==> src/rtl/dtc_pkg.sv <==
package dtc_pkg;

  typedef enum logic [2:0] {
    ST_OFF  = 3'd0,
    ST_HS   = 3'd1,
    ST_WAIT = 3'd2,
    ST_LS   = 3'd3,
    ST_DEAD = 3'd4
  } dtcState_e;

  // strobes from control to datapath
  typedef struct packed {
    logic cntClr;
    logic cntInc;
    logic seenClr;
  } dtcStrobe_t;

  // status from datapath to control
  typedef struct packed {
    logic fixedHit;
    logic toutHit;
    logic deadHit;
    logic seen;
  } dtcStatus_t;

endpackage

==> src/rtl/dtc_sync.sv <==
module dtc_sync #(
  parameter int WIDTH  = 3,
  parameter int STAGES = 2
) (
  input  logic             clk,
  input  logic             rstN,
  input  logic [WIDTH-1:0] asyncIn,
  output logic [WIDTH-1:0] syncOut
);

  logic [WIDTH-1:0] stageQ [STAGES];

  genvar g;
  generate
    for (g = 0; g < STAGES; g++) begin : g_stage
      if (g == 0) begin : g_first
        always_ff @(posedge clk or negedge rstN) begin
          if (!rstN) stageQ[g] <= '0;
          else       stageQ[g] <= asyncIn;
        end
      end else begin : g_next
        always_ff @(posedge clk or negedge rstN) begin
          if (!rstN) stageQ[g] <= '0;
          else       stageQ[g] <= stageQ[g-1];
        end
      end
    end
  endgenerate

  assign syncOut = stageQ[STAGES-1];

endmodule

==> src/rtl/dtc_datapath.sv <==
module dtc_datapath
  import dtc_pkg::*;
#(
  parameter int CNT_W       = 5,
  parameter int FIXED_DLY   = 15,
  parameter int TIMEOUT_DLY = 19,
  parameter int DEAD_LH     = 3
) (
  input  logic       clk,
  input  logic       rstN,
  input  logic       highS,
  input  dtcStrobe_t strobe,
  output dtcStatus_t status
);

  localparam logic [CNT_W-1:0] FIX_LAST  = CNT_W'(FIXED_DLY - 1);
  localparam logic [CNT_W-1:0] TOUT_LAST = CNT_W'(TIMEOUT_DLY - 1);
  localparam logic [CNT_W-1:0] DEAD_LAST = CNT_W'(DEAD_LH - 1);

  logic [CNT_W-1:0] cntQ;
  logic             seenQ;

  // shared delay counter for fallback, timeout and dead time
  always_ff @(posedge clk or negedge rstN) begin
    if (!rstN)              cntQ <= '0;
    else if (strobe.cntClr) cntQ <= '0;
    else if (strobe.cntInc) cntQ <= cntQ + 1'b1;
  end

  // node-high observed since the last high-side turn-off
  always_ff @(posedge clk or negedge rstN) begin
    if (!rstN)               seenQ <= 1'b0;
    else if (strobe.seenClr) seenQ <= 1'b0;
    else if (highS)          seenQ <= 1'b1;
  end

  always_comb begin
    status.fixedHit = (cntQ == FIX_LAST);
    status.toutHit  = (cntQ == TOUT_LAST);
    status.deadHit  = (cntQ == DEAD_LAST);
    status.seen     = seenQ;
  end

  // the counter never wraps while counting a window
  p_cnt_no_wrap_r6: assert property (@(posedge clk) disable iff (!rstN)
    (strobe.cntInc && !strobe.cntClr) |-> (cntQ != {CNT_W{1'b1}}));

  // a cleared counter reads zero on the next cycle
  p_cnt_clear_r10: assert property (@(posedge clk) disable iff (!rstN)
    strobe.cntClr |=> (cntQ == '0));

endmodule

==> src/rtl/dtc_ctrl.sv <==
module dtc_ctrl
  import dtc_pkg::*;
#(
  parameter int CNT_W       = 5,
  parameter int FIXED_DLY   = 15,
  parameter int TIMEOUT_DLY = 19,
  parameter int DEAD_LH     = 3
) (
  input  logic       clk,
  input  logic       rstN,
  input  logic       enIn,
  input  logic       pwmS,
  input  logic       lowS,
  input  dtcStatus_t status,
  output dtcStrobe_t strobe,
  output logic       hsGate,
  output logic       lsGate
);

  dtcState_e stateQ, stateNext;

  always_ff @(posedge clk or negedge rstN) begin
    if (!rstN) stateQ <= ST_OFF;
    else       stateQ <= stateNext;
  end

  always_comb begin
    stateNext = stateQ;
    strobe    = '0;
    if (!enIn) begin
      stateNext = ST_OFF;
    end else begin
      case (stateQ)
        ST_OFF: begin
          strobe.cntClr = 1'b1;
          if (pwmS) begin
            stateNext = ST_DEAD;
          end else begin
            stateNext      = ST_WAIT;
            strobe.seenClr = 1'b1;
          end
        end
        ST_HS: begin
          if (!pwmS) begin
            stateNext      = ST_WAIT;
            strobe.cntClr  = 1'b1;
            strobe.seenClr = 1'b1;
          end
        end
        ST_WAIT: begin
          strobe.cntInc = 1'b1;
          if (pwmS) begin
            stateNext     = ST_DEAD;
            strobe.cntClr = 1'b1;
          end else if (status.seen && lowS) begin
            stateNext = ST_LS;
          end else if (!status.seen && status.fixedHit) begin
            stateNext = ST_LS;
          end else if (status.toutHit) begin
            stateNext = ST_LS;
          end
        end
        ST_LS: begin
          if (pwmS) begin
            stateNext     = ST_DEAD;
            strobe.cntClr = 1'b1;
          end
        end
        ST_DEAD: begin
          strobe.cntInc = 1'b1;
          if (!pwmS)               stateNext = ST_LS;
          else if (status.deadHit) stateNext = ST_HS;
        end
        default: stateNext = ST_OFF;
      endcase
    end
  end

  assign hsGate = (stateQ == ST_HS);
  assign lsGate = (stateQ == ST_LS);

  // checker counters
  logic [CNT_W-1:0] lowRun;
  logic [CNT_W-1:0] waitRun;

  always_ff @(posedge clk or negedge rstN) begin
    if (!rstN)                           lowRun <= '0;
    else if (lsGate)                     lowRun <= '0;
    else if (lowRun != CNT_W'(DEAD_LH))  lowRun <= lowRun + 1'b1;
  end

  always_ff @(posedge clk or negedge rstN) begin
    if (!rstN)                   waitRun <= '0;
    else if (stateQ == ST_WAIT)  waitRun <= waitRun + 1'b1;
    else                         waitRun <= '0;
  end

  p_no_overlap_r3: assert property (@(posedge clk) disable iff (!rstN)
    !(hsGate && lsGate));

  p_disable_low_r2: assert property (@(posedge clk) disable iff (!rstN)
    !enIn |=> (!hsGate && !lsGate));

  p_dead_gap_r7: assert property (@(posedge clk) disable iff (!rstN)
    $rose(hsGate) |-> (lowRun >= CNT_W'(DEAD_LH)));

  p_timeout_bound_r6: assert property (@(posedge clk) disable iff (!rstN)
    (stateQ == ST_WAIT) |-> (waitRun < CNT_W'(TIMEOUT_DLY)));

  p_fixed_path_r5: assert property (@(posedge clk) disable iff (!rstN)
    ($rose(lsGate) && ($past(stateQ) == ST_WAIT) && !$past(status.seen))
      |-> ($past(waitRun) == CNT_W'(FIXED_DLY - 1)));

  p_cancel_r8: assert property (@(posedge clk) disable iff (!rstN)
    (stateQ == ST_WAIT && pwmS && enIn) |=> !lsGate);

endmodule

==> src/rtl/gate_deadtime_ctrl.sv <==
module gate_deadtime_ctrl
  import dtc_pkg::*;
#(
  parameter int FIXED_DLY   = 15,
  parameter int TIMEOUT_DLY = 19,
  parameter int DEAD_LH     = 3,
  parameter int SYNC_STAGES = 2
) (
  input  logic clk,
  input  logic rstN,
  input  logic enIn,
  input  logic pwmIn,
  input  logic nodeHighIn,
  input  logic nodeLowIn,
  output logic hsGateOut,
  output logic lsGateOut
);

  localparam int MAX_A   = (FIXED_DLY > TIMEOUT_DLY) ? FIXED_DLY : TIMEOUT_DLY;
  localparam int MAX_DLY = (MAX_A > DEAD_LH) ? MAX_A : DEAD_LH;
  localparam int CNT_W   = $clog2(MAX_DLY + 2);

  logic [2:0] syncBus;
  logic       pwmS, highS, lowS;
  dtcStrobe_t strobe;
  dtcStatus_t status;

  dtc_sync #(.WIDTH(3), .STAGES(SYNC_STAGES)) u_sync (
    .clk     (clk),
    .rstN    (rstN),
    .asyncIn ({pwmIn, nodeHighIn, nodeLowIn}),
    .syncOut (syncBus)
  );

  assign {pwmS, highS, lowS} = syncBus;

  dtc_datapath #(
    .CNT_W(CNT_W), .FIXED_DLY(FIXED_DLY),
    .TIMEOUT_DLY(TIMEOUT_DLY), .DEAD_LH(DEAD_LH)
  ) u_dp (
    .clk    (clk),
    .rstN   (rstN),
    .highS  (highS),
    .strobe (strobe),
    .status (status)
  );

  dtc_ctrl #(
    .CNT_W(CNT_W), .FIXED_DLY(FIXED_DLY),
    .TIMEOUT_DLY(TIMEOUT_DLY), .DEAD_LH(DEAD_LH)
  ) u_ctrl (
    .clk    (clk),
    .rstN   (rstN),
    .enIn   (enIn),
    .pwmS   (pwmS),
    .lowS   (lowS),
    .status (status),
    .strobe (strobe),
    .hsGate (hsGateOut),
    .lsGate (lsGateOut)
  );

endmodule

==> config.mk <==
export PLATFORM = sky130hd
export DESIGN_NAME = gate_deadtime_ctrl
export DESIGN_NICKNAME = d
export VERILOG_FILES = /design/src/rtl/dtc_pkg.sv /design/src/rtl/dtc_sync.sv /design/src/rtl/dtc_datapath.sv /design/src/rtl/dtc_ctrl.sv /design/src/rtl/gate_deadtime_ctrl.sv
export SDC_FILE = /design/constraint.sdc
export NUM_CORES = 1
export LEC_CHECK = 0
export ABC_AREA = 1
export BUFFER_PORTS_ARGS = -buffer_cell sky130_fd_sc_hd__buf_2
export CAP_MARGIN = 25
export CORE_UTILIZATION = 31
export DETAILED_ROUTE_END_ITERATION = 6
export PLACE_DENSITY = 0.51
export RECOVER_POWER = 50
export REMOVE_ABC_BUFFERS = 1
export SLEW_MARGIN = 15
export SYNTH_ARGS = -nofsm -noshare
export SYNTH_HDL_FRONTEND = slang
export SYNTH_SLANG_ARGS = --single-unit
export TNS_END_PERCENT = 30
==> constraint.sdc <==
create_clock -name clk -period 1.4 [get_ports clk]
set_input_delay 0.14 -clock clk [delete_from_list [all_inputs] [get_ports clk]]
set_output_delay 0.14 -clock clk [all_outputs]
set_load 0.01 [all_outputs]
; After elaboration in Yosys (flattened, before gate mapping)
; Index checks and enable logic that the tools add are counted.
[word_totals]
regBits = 15
inputBits = 6
output_inout_bits = 2
[op_classes]
addsub = 1
n_eq_ne = 11
mux = 21
n_reduce_logical = 10
[ops]
columns = op, n
row1 = $mux W3, 11
row2 = $pmux W3 S5, 1
row3 = $mux W5, 2
row4 = $eq A3 B2 Y1 const B, 2
row5 = $mux W1, 6
row6 = $ne A6 B4 Y1 const B, 1
row7 = $reduce_or A2 Y1, 3
row8 = $add A5 B1 Y5 const B, 1
row9 = $eq A5 B2 Y1 const B, 1
row10 = $eq A5 B4 Y1 const B, 1
row11 = $eq A5 B5 Y1 const B, 1
row12 = $ne A4 B4 Y1 const B, 1
row13 = $reduce_and A4 Y1, 1
row14 = $reduce_bool A2 Y1, 2
row15 = $eq A3 B1 Y1 const B, 1
row16 = $eq A3 B3 Y1 const B, 1
row17 = $logic_not A3 Y1, 1
row18 = $ne A3 B2 Y1 const B, 1
row19 = $ne A3 B3 Y1 const B, 1
row20 = $pmux W1 S3, 1
row21 = $logic_and A1 B1 Y1, 2
row22 = $logic_not A1 Y1, 1

; Longest topological paths before layout
; Gate-level depths: netlist of the first run.
[logic_depth]
ltp_word = 7
depth_mapped = 9
mapped_depth_nobuf = 9

; Modules after synthesis
; From an unflattened synthesis of the first run, not the netlist that was laid out.
[hier_totals]
hier_cells = 110
hier_area_um2 = 843.3
[modules_own_cells]
columns = module, instances, cells_each, area_each_um2
row1 = dtc_datapath, 1, 44, 357.8
row2 = dtc_ctrl, 1, 57, 312.8
row3 = dtc_sync, 1, 9, 172.7

; Worst setup path before layout of the first run
; OpenSTA, ideal clock, no wires.
[synth_path]
kind = register to register
start = register u_dp.cntQ[0]
end = register u_ctrl.stateQ[1]
setup_ns = 0.126
arrival_ns = 1.104
t_required_ns = 1.274
setup_slack_ns = 0.171
path_stages_with_launch = 9
period_less_slack_ns = 1.229
path_cell_list = dfrtp_1 inv_1 ha_1 nand3_1 nor2_1 nor2_1 nand3_1 and2_1 o21ai_0
[synth_via]
elab_chain_len = 7
[synth_lines]
columns = item, line_no
row1 = from (decl), dtc_datapath.sv:20  ; logic [CNT_W-1:0] cntQ;
row2 = from (signal assigned), dtc_datapath.sv:27  ; else if (strobe.cntInc) cntQ <= cntQ + 1'b1;
row3 = $eq A5 B4 Y1, dtc_datapath.sv:38  ; status.fixedHit = (cntQ == FIX_LAST);
row4 = $logic_and A1 B1 Y1, dtc_ctrl.sv:57  ; end else if (!status.seen && status.fixedHit) begin
row5 = $mux W3, dtc_ctrl.sv:57
row6 = $mux W3, dtc_ctrl.sv:55  ; end else if (status.seen && lowS) begin
row7 = $mux W3, dtc_ctrl.sv:52  ; if (pwmS) begin
row8 = $pmux W3 S5, dtc_ctrl.sv:33  ; case (stateQ)
row9 = $mux W3, dtc_ctrl.sv:30  ; if (!enIn) begin
row10 = to (signal assigned), dtc_ctrl.sv:24  ; else stateQ <= stateNext;
row11 = to (decl), dtc_ctrl.sv:20  ; dtcState_e stateQ, stateNext;
; Parallel ways exist; a longest one is shown, timed or not.
; A chain may end at the register's enable or synchronous reset.

; Worst setup path in the final report of the first run
[layout_path]
start = register u_ctrl.stateQ[1]
end = output port hsGateOut
[layout_via]
elab_chain_len = 1
[layout_lines]
columns = item, line_no
row1 = $eq A3 B1 Y1, dtc_ctrl.sv:79  ; assign hsGate = (stateQ == ST_HS);
row2 = to (decl), gate_deadtime_ctrl.sv:15  ; output logic hsGateOut,
; No other way between the ends.

==> metrics.txt, run 1 <==
status=completed; Antenna Nets Post-Route=0; root buf cell=clkbuf_4; setup slack after layout=0.0955 ns; top fanout value on the critical path=5; io pins=8; Setup Skew=0.00232 ns; Power Density=1250 mW/mm²; global-route wire length before repair=approximately 2600 µm; CP Capture Type=output pin; Clk Latency, worst-skew pair=0.29 ns; library cells used by synthesis=21; # DRC=0; endpoints failing hold=0; CP top delay family=flip-flops; Die X=51.9 µm; worst hold path stage count=3; Fmax=767 MHz; cells along the critical path=nor2_4 > nand2_2 > inv_1 > buf_2; DRT Pass-1 Iters=4; Final period util=approximately 93%; Worst R2R End=u_ctrl.stateQ[0]; max incr delay on CP=0.46 ns; vias post-DR=656; RSZ-0062 raised after global routing=yes; CTS tree=yes; Crit. Startpoint=u_ctrl.stateQ[1]; Buf/Inv on CP=2; cell count after synthesis=96; RR Startpoint=u_dp.cntQ[0]; num rows=17; slowest CP cell=dfrtp_2; Ys Warns=0; Min-Delay Startpoint=enIn; clk buf depth=2; r2r setup slk=0.13 ns; CTS sink cnt=15; IO Port Bufs=7; largest net degree at the start of global routing=16; dpl ws=0.0579 ns; chip height=51.9 µm; CP Launch Type=register; Worst Hold Path EP=u_ctrl.stateQ[1]; Cell Area, Synth=772 µm²; CTS clk-pin slew, worst paths=0.08 ns; WP data arrival=1.16 ns; Initial Util=33.9%; Final #Nets=123; Slew Viols, Final=0; average size of a mapped cell=slightly above 8 µm²; HP Class=primary input to register; worst vdd ir=around 800 µV; Die ar.=between 0.002 and 0.003 mm²; n_diodes=0; CTS Buf Count=3; final WL=~1500 µm; Seq/Total Area, Yosys=48.6%; area growth from synthesis to layout=25.6%; total gr overflow=0; Final min period=1.30 ns; core area=0.00228 mm²; worst slew pin tran=0.773 ns; Post-DP HPWL=roughly 1100 µm; H-tree depth=1; # setup viols final=0; vias in the first global route=608; asr flop ratio synth=100%; First DRT Iteration DRCs=13; vias per cell=4.62; CP required=1.26 ns; total power=about 1.2 mW; Crit Path Category=register to output pin; Reg2Reg Depth=9; wire per inst=10.4 µm; GRT Overall Usage=13.2%; GP Congestion=0.785; number of synthesized flops with an enable pin=0; Lkg Pwr=0.476 nW; max-cap viol count=0; top_reg_cell synth=dfrtp_1; relative slew slack=approximately half; fill count=238; initial antenna violation count=0; share of layout cells above drive strength 1=27.2%; FF+latch count, synth=15
==> worst reg2reg max path: stages, from the launching register on <==
cell and delay, ns:
dfrtp_1 0.41, inv_2 0.10, ha_4 0.14, nand3_1 0.07, nor2_1 0.11, nor2_1 0.06, nand3_2 0.09, nand3_1 0.08
nand2_1 0.07, nand2_1 0.04
==> state kept, by name (all words and copies together) (netlist names) <==
signal          count
u_dp.cntQ           5
u_ctrl.stateQ       3
u_sync.stageQ       3
u_sync.syncOut      3
u_dp.seenQ          1
==> worst max path at each step <==
| stage | cells past startpoint | slack (ns) | end |
|---|---|---|---|
| floorplan | 8 | 0.17 | u_ctrl.stateQ[1] |
| global placement | 6 | 0.07 | u_dp.cntQ[4] |
| detailed placement | 8 | 0.06 | u_ctrl.stateQ[1] |
| CTS | 4 | 0.009 | hsGateOut |
| global route | 9 | -0.007 | u_ctrl.stateQ[0] |
| finish | 4 | 0.1 | hsGateOut |
==> per-layer routing <==
layer / part of all wire [%] / global-route usage, %
met2: 45 / 20.5
met1: 50 / 17.3
met3: 3.6 / 1.75
met4: 2.0 / 8.11
met5: 0 / 0
==> synth_stat cells (2+ instances only) <==
library cell,n,area [µm²]
a21oi_1,2,10.0
o21ai_1,3,15.0
nand4_1,2,12.5
nand2_1,19,71.3
inv_1,14,52.6
nand3_1,13,65.1
nor2_1,12,45.0
inv_2,2,7.51
a21oi_2,2,17.5
dfrtp_1,15,375
ha_1,2,25.0
==> power breakdown <==
group | switching (mW) | leakage [nW] | internal [mW]
Clock | 0.138 | 0.0177 | 0.106
Combinational | 0.223 | 0.274 | 0.180
Sequential | 0.0726 | 0.184 | 0.493
==> stage by stage <==
| step | TNS [ns] | instance area, µm² | util, % | std cells | hold slack [ns] |
|---|---|---|---|---|---|
| final | 0 | 970 | 42.6 | 142 | 0.189 |
| after global routing | -0.00782 | 970 | 42.6 | 142 | 0.177 |
| after CTS | 0 | 927 | 40.7 | 141 | 0.197 |
| after detailed placement | 0 | 857 | 37.7 | 133 | 0.0618 |
| after global placement | 0 | 857 | 37.7 | 133 | 0.0595 |
| after floorplan | 0 | 772 | - | 96 | -0.156 |
==> area by class of cell <==
class / instances / area [µm²] / share of cell area (%)
multi-input combinational: 65 / 369 / 38.1
timing repair buffer: 14 / 96.3 / 9.94
clock buffer: 3 / 22.5 / 2.32
clock inverter: 1 / 5.00 / 0.516
tap: 28 / 35.0 / 3.61
sequential: 15 / 379 / 39.1
inverter: 16 / 62.6 / 6.45
==> cells in the final DEF, fill, tap and decap left out, types with 4 or more instances in the layout <==
master         netlist  routed
dfrtp_1             15      12
o21ai_1              3       4
buf_2                0       6
nand2_1             19      17
nand3_1             13      12
inv_1               14      12
nor2_1              12      10
dlygate4sd3_1        0       4
==> cells by family after synthesis <==
kind of cell	synth area share (%)
fa+ha+maj	3.24
xor+xnor	1.13
compound gates	10.9
simple gates	28.4
flops	48.6
buf+inv	7.78
==> what timing repair did <==
action | in CTS | in global routing
resized for setup | 1 | 14
gates cloned | 0 | 0
setup buffers | 0 | 1
hold buffers | 4 | 0
hold endpoints to repair | 18 | 0
pin swaps | 0 | 2
endpoints found under the setup margin | 1 | 7
Power figures use the tool's default switching activity.
==> inputs of run 2 (changes only) <==
--- a/config.mk
+++ b/config.mk
@@ -7,10 +7,12 @@
 export LEC_CHECK = 0
 export ABC_AREA = 1
 export BUFFER_PORTS_ARGS = -buffer_cell sky130_fd_sc_hd__buf_2
-export CAP_MARGIN = 25
+export CAP_MARGIN = 5
+export CELL_PAD_IN_SITES_DETAIL_PLACEMENT = 1
+export CELL_PAD_IN_SITES_GLOBAL_PLACEMENT = 2
 export CORE_UTILIZATION = 31
 export DETAILED_ROUTE_END_ITERATION = 6
-export PLACE_DENSITY = 0.51
+export PLACE_DENSITY = 0.76
 export RECOVER_POWER = 50
 export REMOVE_ABC_BUFFERS = 1
 export SLEW_MARGIN = 15
==> run 2 against run 1 <==
Combinational power about the same. Largest power group unchanged. First-iteration DRC count shrank 38%. Register-to-register slack got worse by 0.02 ns. Highest routed layer unchanged. Die area unchanged. Utilization did not move. Fmax is 3.7% lower. Final area stayed put. Cell count grew 0.70%. Power decreased by 0.54%. Sequential power is 1% lower. Critical path type unchanged.
==> metrics.txt, run 2 (synthesis gave the netlist of run 1 again) <==
Clk Latency, worst-skew pair=0.28 ns; Initial Util=33.9%; WP data arrival=1.21 ns; Lkg Pwr=0.485 nW; CP required=1.26 ns; RSZ-0062 raised after global routing=yes; n_diodes=0; HP Class=primary input to register; fill count=280; most common cell after layout, fill and taps aside=nand2_1; max-cap viol count=0; Slew Viols, Final=0; worst vdd ir=about 730 µV; endpoints failing hold=0; IO Port Bufs=7; relative slew slack=between 40% and 50%; Final period util=96.8%; sequential power share=46.2%; CTS Buf Count=3; largest net degree at the start of global routing=16; root buf cell=clkbuf_4; Antenna Nets Post-Route=0; Fmax=738 MHz; Setup Skew=0.00484 ns; First DRT Iteration DRCs=8; io pins=8; clk buf depth=2; CTS clk-pin slew, worst paths=0.09 ns; share of layout cells above drive strength 1=27.0%; initial antenna violation count=0; Sw Pwr=0.441 mW; Crit Path Category=register to output pin; Final min period=1.35 ns; max FFs per register=5; vias per cell=4.85; Final #Nets=between 100 and 150; CP Capture Type=output pin; global-route wire length before repair=3140 µm; Logic pwr share=33.2%; area growth from synthesis to layout=25.6%; vias in the first global route=717; CP Launch Type=register; Power Density=1240 mW/mm²; chip height=51.9 µm; H-tree depth=1; vias post-DR=between 600 and 700; GRT Overall Usage=roughly 16%; core area=0.00228 mm²; wire per inst=between 10 and 15 µm; Die X=51.9 µm; total power=1.21 mW; final WL=approximately 1800 µm; status=completed; CTS tree=yes; worst slew pin tran=0.798 ns; num rows=17; switching power share of the total=a little over a third; Reg with most FFs=u_dp.cntQ; GP Congestion=between 0.7 and 0.8; top fanout value on the critical path=5; DRT Pass-1 Iters=2; clock power share=20.6%; # setup viols final=0; Die ar.=0.00269 mm²; Post-DP HPWL=1420 µm; Internal=0.766 mW; CTS sink cnt=15; # DRC=0; hold_ws=slightly below 0.2 ns; commonest cells after routing, fill and taps aside=nand2_1, inv_1, nand3_1, dfrtp_1, nor2_1; total gr overflow=0
[run 2: changes by cell type in the layout (fill, tap and decap cells not counted), sizes merged]
cell  before  now
buf        9   10
[run 2: worst max-delay path, stage by stage (launching register included)]
cell and delay [ns]:
dfrtp_2 0.46, nor2_4 0.17, nand2_1 0.12, inv_1 0.07, buf_2 0.12
[run 2: cell type report]
| cell class | instances | area, µm² | area share [%] |
|---|---|---|---|
| flip-flops and latches | 15 | 379 | 39.1 |
| clock inverters | 1 | 5.00 | 0.516 |
| well taps | 28 | 35.0 | 3.61 |
| clock buffers | 3 | 22.5 | 2.32 |
| inverters | 16 | 62.6 | 6.45 |
| repair buffers | 15 | 104 | 10.7 |
| multi-input cells | 65 | 362 | 37.3 |
[run 2: power groups by stage]
stage | clock, mW | sequential (mW) | combinational [mW]
finish | 0.248 | 0.558 | 0.401
global route | 0.279 | 0.566 | 0.456
CTS | 0.263 | 0.552 | 0.364
detailed placement | 0 | 0.556 | 0.348
global placement | 0 | 0.553 | 0.340
floorplan | 0 | 0.541 | 0.244
[run 2: final timing paths]
check,start,end,slack [ns],cells past startpoint
max in group asynchronous,rstN,u_ctrl.stateQ[1],0.40,2
min in group asynchronous,rstN,u_dp.cntQ[3],0.45,2
setup / recovery,u_ctrl.stateQ[1],hsGateOut,0.05,4
hold reg to reg,u_sync.stageQ[5],u_sync.syncOut[2],0.35,0
setup reg to reg,u_ctrl.stateQ[0],u_ctrl.stateQ[0],0.11,7
hold / removal,enIn,u_ctrl.stateQ[1],0.20,3
[run 2: metrics by stage]
stage | instances | setup slack (ns) | util, % | setup TNS [ns] | area [µm²]
2_1_floorplan | 96 | 0.171 | - | 0 | 772
3_3_place_gp | 134 | 0.0214 | 38.0 | 0 | 865
3_5_place_dp | 134 | 0.0227 | 38.0 | 0 | 865
4_1_cts | 142 | 0.000120 | 41.3 | 0 | 940
5_1_grt | 143 | -0.0108 | 42.6 | -0.0108 | 970
6_report | 143 | 0.0451 | 42.6 | 0 | 970
[run 2: repair_timing]
item | 4_1_cts | 5_1_grt
gates resized for setup | 2 | 11
pin swaps | 0 | 0
buffers inserted | 0 | 1
hold buffers | 4 | 0
gates cloned | 0 | 0
setup endpoints to repair | 1 | 7
endpoints found under the hold margin | 18 | 0
[run 2: routing by layer]
| layer | share of wire, % | global-route usage [%] | vias up |
|---|---|---|---|
| li1 | - | - | 349 |
| met1 | 49 | 21.5 | 335 |
| met2 | 48 | 26.5 | 8 |
| met3 | 2.1 | 2.63 | 2 |
| met4 | 0.82 | 6.76 | 0 |
| met5 | 0 | 0 | - |
==> inputs of run 3 (changes only) <==
--- a/config.mk
+++ b/config.mk
@@ -6,13 +6,13 @@
 export NUM_CORES = 1
 export LEC_CHECK = 0
 export ABC_AREA = 1
-export BUFFER_PORTS_ARGS = -buffer_cell sky130_fd_sc_hd__buf_2
 export CAP_MARGIN = 5
 export CELL_PAD_IN_SITES_DETAIL_PLACEMENT = 1
 export CELL_PAD_IN_SITES_GLOBAL_PLACEMENT = 2
 export CORE_UTILIZATION = 31
 export DETAILED_ROUTE_END_ITERATION = 6
-export PLACE_DENSITY = 0.76
+export DONT_BUFFER_PORTS = 1
+export PLACE_DENSITY = 0.64
 export RECOVER_POWER = 50
 export REMOVE_ABC_BUFFERS = 1
 export SLEW_MARGIN = 15
==> run 3 against run 2 <==
Non-clock buffer count decreased by 4. Setup slack better by 0.013 ns. Sequential share of layout area shrank 0.13 points. Sequential power is 2% lower. Power increased by 5.4%. Clock skew about the same. Die area stayed put. Register-to-register slack about the same. Critical path type unchanged. Highest routed layer unchanged.
==> metrics.txt, run 3 (synthesis gave the netlist of run 1 again) <==
status=completed; worst vdd ir=between 800 and 900 µV; WP data arrival=1.20 ns; max-cap viol count=0; final WL=1910 µm; vias post-DR=between 600 and 700; met3 wire len=59 µm; # setup viols final=0; Lkg Pwr=0.474 nW; area post-placement=around 860 µm²; met2 routed WL=957 µm; chip height=51.9 µm; CTS sink cnt=15; area growth from synthesis to layout=25.6%; First DRT Iteration DRCs=2; Final period util=95.8%; top fanout value on the critical path=5; Setup Skew=0.00526 ns; Clk Latency, worst-skew pair=between 0.2 and 0.3 ns; Multi-input gate area=roughly 370 µm²; H-tree depth=1; CP top delay family=flip-flops; GP Congestion=approximately 0.73; Final min period=1.34 ns; switching power share of the total=37.3%; CP Capture Type=output pin; io pins=8; Die X=approximately 52 µm; Power Density=1310 mW/mm²; Reg2Reg Depth=6; setup slack after layout=0.0586 ns; max incr delay on CP=0.46 ns; num rows=17; clk buf depth=2; DRT Pass-1 Iters=2; root buf cell=clkbuf_4; hold_ws=0.0120 ns; Antenna Nets Post-Route=0; most common cell after layout, fill and taps aside=nand2_1; final instance area=about 970 µm²; total negative slack=0 ns; Final #Nets=120; Post-DP HPWL=~1500 µm; # DRC=0; Slew Viols, Final=0; worst slew pin tran=approximately 0.7 ns; worst hold path stage count=2; CTS Buf Count=3; endpoints failing hold=0; largest net degree at the start of global routing=16; Reg with most FFs=u_dp.cntQ; vias per cell=4.78; total gr overflow=0; Placed Cells=131; CP Launch Type=register; area taken by flip-flops and latches=378 µm²; cells along the critical path=nor2_2 > nand2_1 > inv_1; core area=~0.0023 mm²; commonest cells after routing, fill and taps aside=nand2_1, dfrtp_1, inv_1, nand3_1, nor2_1; HP Class=primary input to register; vias in the first global route=687; max FFs per register=5; IO Port Bufs=0; Buf/Inv on CP=1; highest routed layer=met4; Sw Pwr=about 0.47 mW; CTS tree=yes; CTS clk-pin slew, worst paths=about 0.1 ns; n_diodes=0; GRT Overall Usage=16.5%; wire per inst=13.7 µm; Internal=0.798 mW; Logic pwr share=between 30% and 40%; Fmax=745 MHz; Die ar.=0.00269 mm²; Crit Path Category=register to output pin; fin cells=139; relative slew slack=between 50% and 60%; clock power share=21.0%; M1 WL=876 µm; Initial Util=33.9%; global-route wire length before repair=~3000 µm; sequential power share=a little over two fifths; Final Core Density=42.6%; slowest CP cell=dfrtp_2; CP required=approximately 1.3 ns; RSZ-0062 raised after global routing=yes; initial antenna violation count=0; CP Depth=3; total power=1.27 mW; fill count=approximately 280; dpl ws=0.0265 ns; share of layout cells above drive strength 1=25.2%
==> run 3: worst reg2reg max path, delay by kind of cell, from the launching register on <==
kind / cells / cell delay [ns]
DFF: 1 / 0.46
buffers and inverters: 1 / 0.07
and+or+nand+nor: 2 / 0.31
AOI/OAI and AO/OA: 3 / 0.35
==> run 3: final cells by class <==
| cell class | count | share of cell area [%] |
|---|---|---|
| multi-input cells | 65 | 38.3 |
| inverters | 16 | 6.45 |
| clock inverters | 1 | 0.774 |
| repair buffers | 11 | 9.55 |
| flip-flops and latches | 15 | 39.0 |
| clock buffers | 3 | 2.32 |
| well taps | 28 | 3.61 |
==> run 3: power by group through the flow <==
stage | Sequential, mW | Clock (mW) | Combinational (mW)
after global routing | 0.556 | 0.301 | 0.510
after CTS | 0.535 | 0.279 | 0.412
after floorplan | 0.541 | 0 | 0.244
final | 0.549 | 0.268 | 0.456
after global placement | 0.543 | 0 | 0.384
after detailed placement | 0.542 | 0 | 0.387
==> run 3: timing repair <==
| item | in CTS | in global routing |
|---|---|---|
| endpoints found under the hold margin | 18 | 0 |
| buffers inserted | 0 | 0 |
| hold buffers | 4 | 0 |
| resized for setup | 1 | 12 |
| pin swaps | 0 | 2 |
| setup endpoints to repair | 3 | 9 |
==> run 3: metal layers <==
layer	vias to the layer above	GRT usage [%]
li1	339	-
met1	314	19.7
met2	10	27.6
met3	2	5.26
met4	0	5.41
met5	-	0
==> run 3: worst paths after layout <==
kind                                       start                 to  slack [ns]
worst max-delay path            u_ctrl.stateQ[1]          hsGateOut        0.06
worst min-delay path                        enIn   u_ctrl.stateQ[1]        0.01
worst max register to register  u_ctrl.stateQ[1]       u_dp.cntQ[4]        0.10
worst min register to register  u_sync.stageQ[3]  u_sync.syncOut[0]        0.36
max in group asynchronous                   rstN   u_ctrl.stateQ[0]        0.60
min in group asynchronous                   rstN   u_ctrl.stateQ[1]        0.32
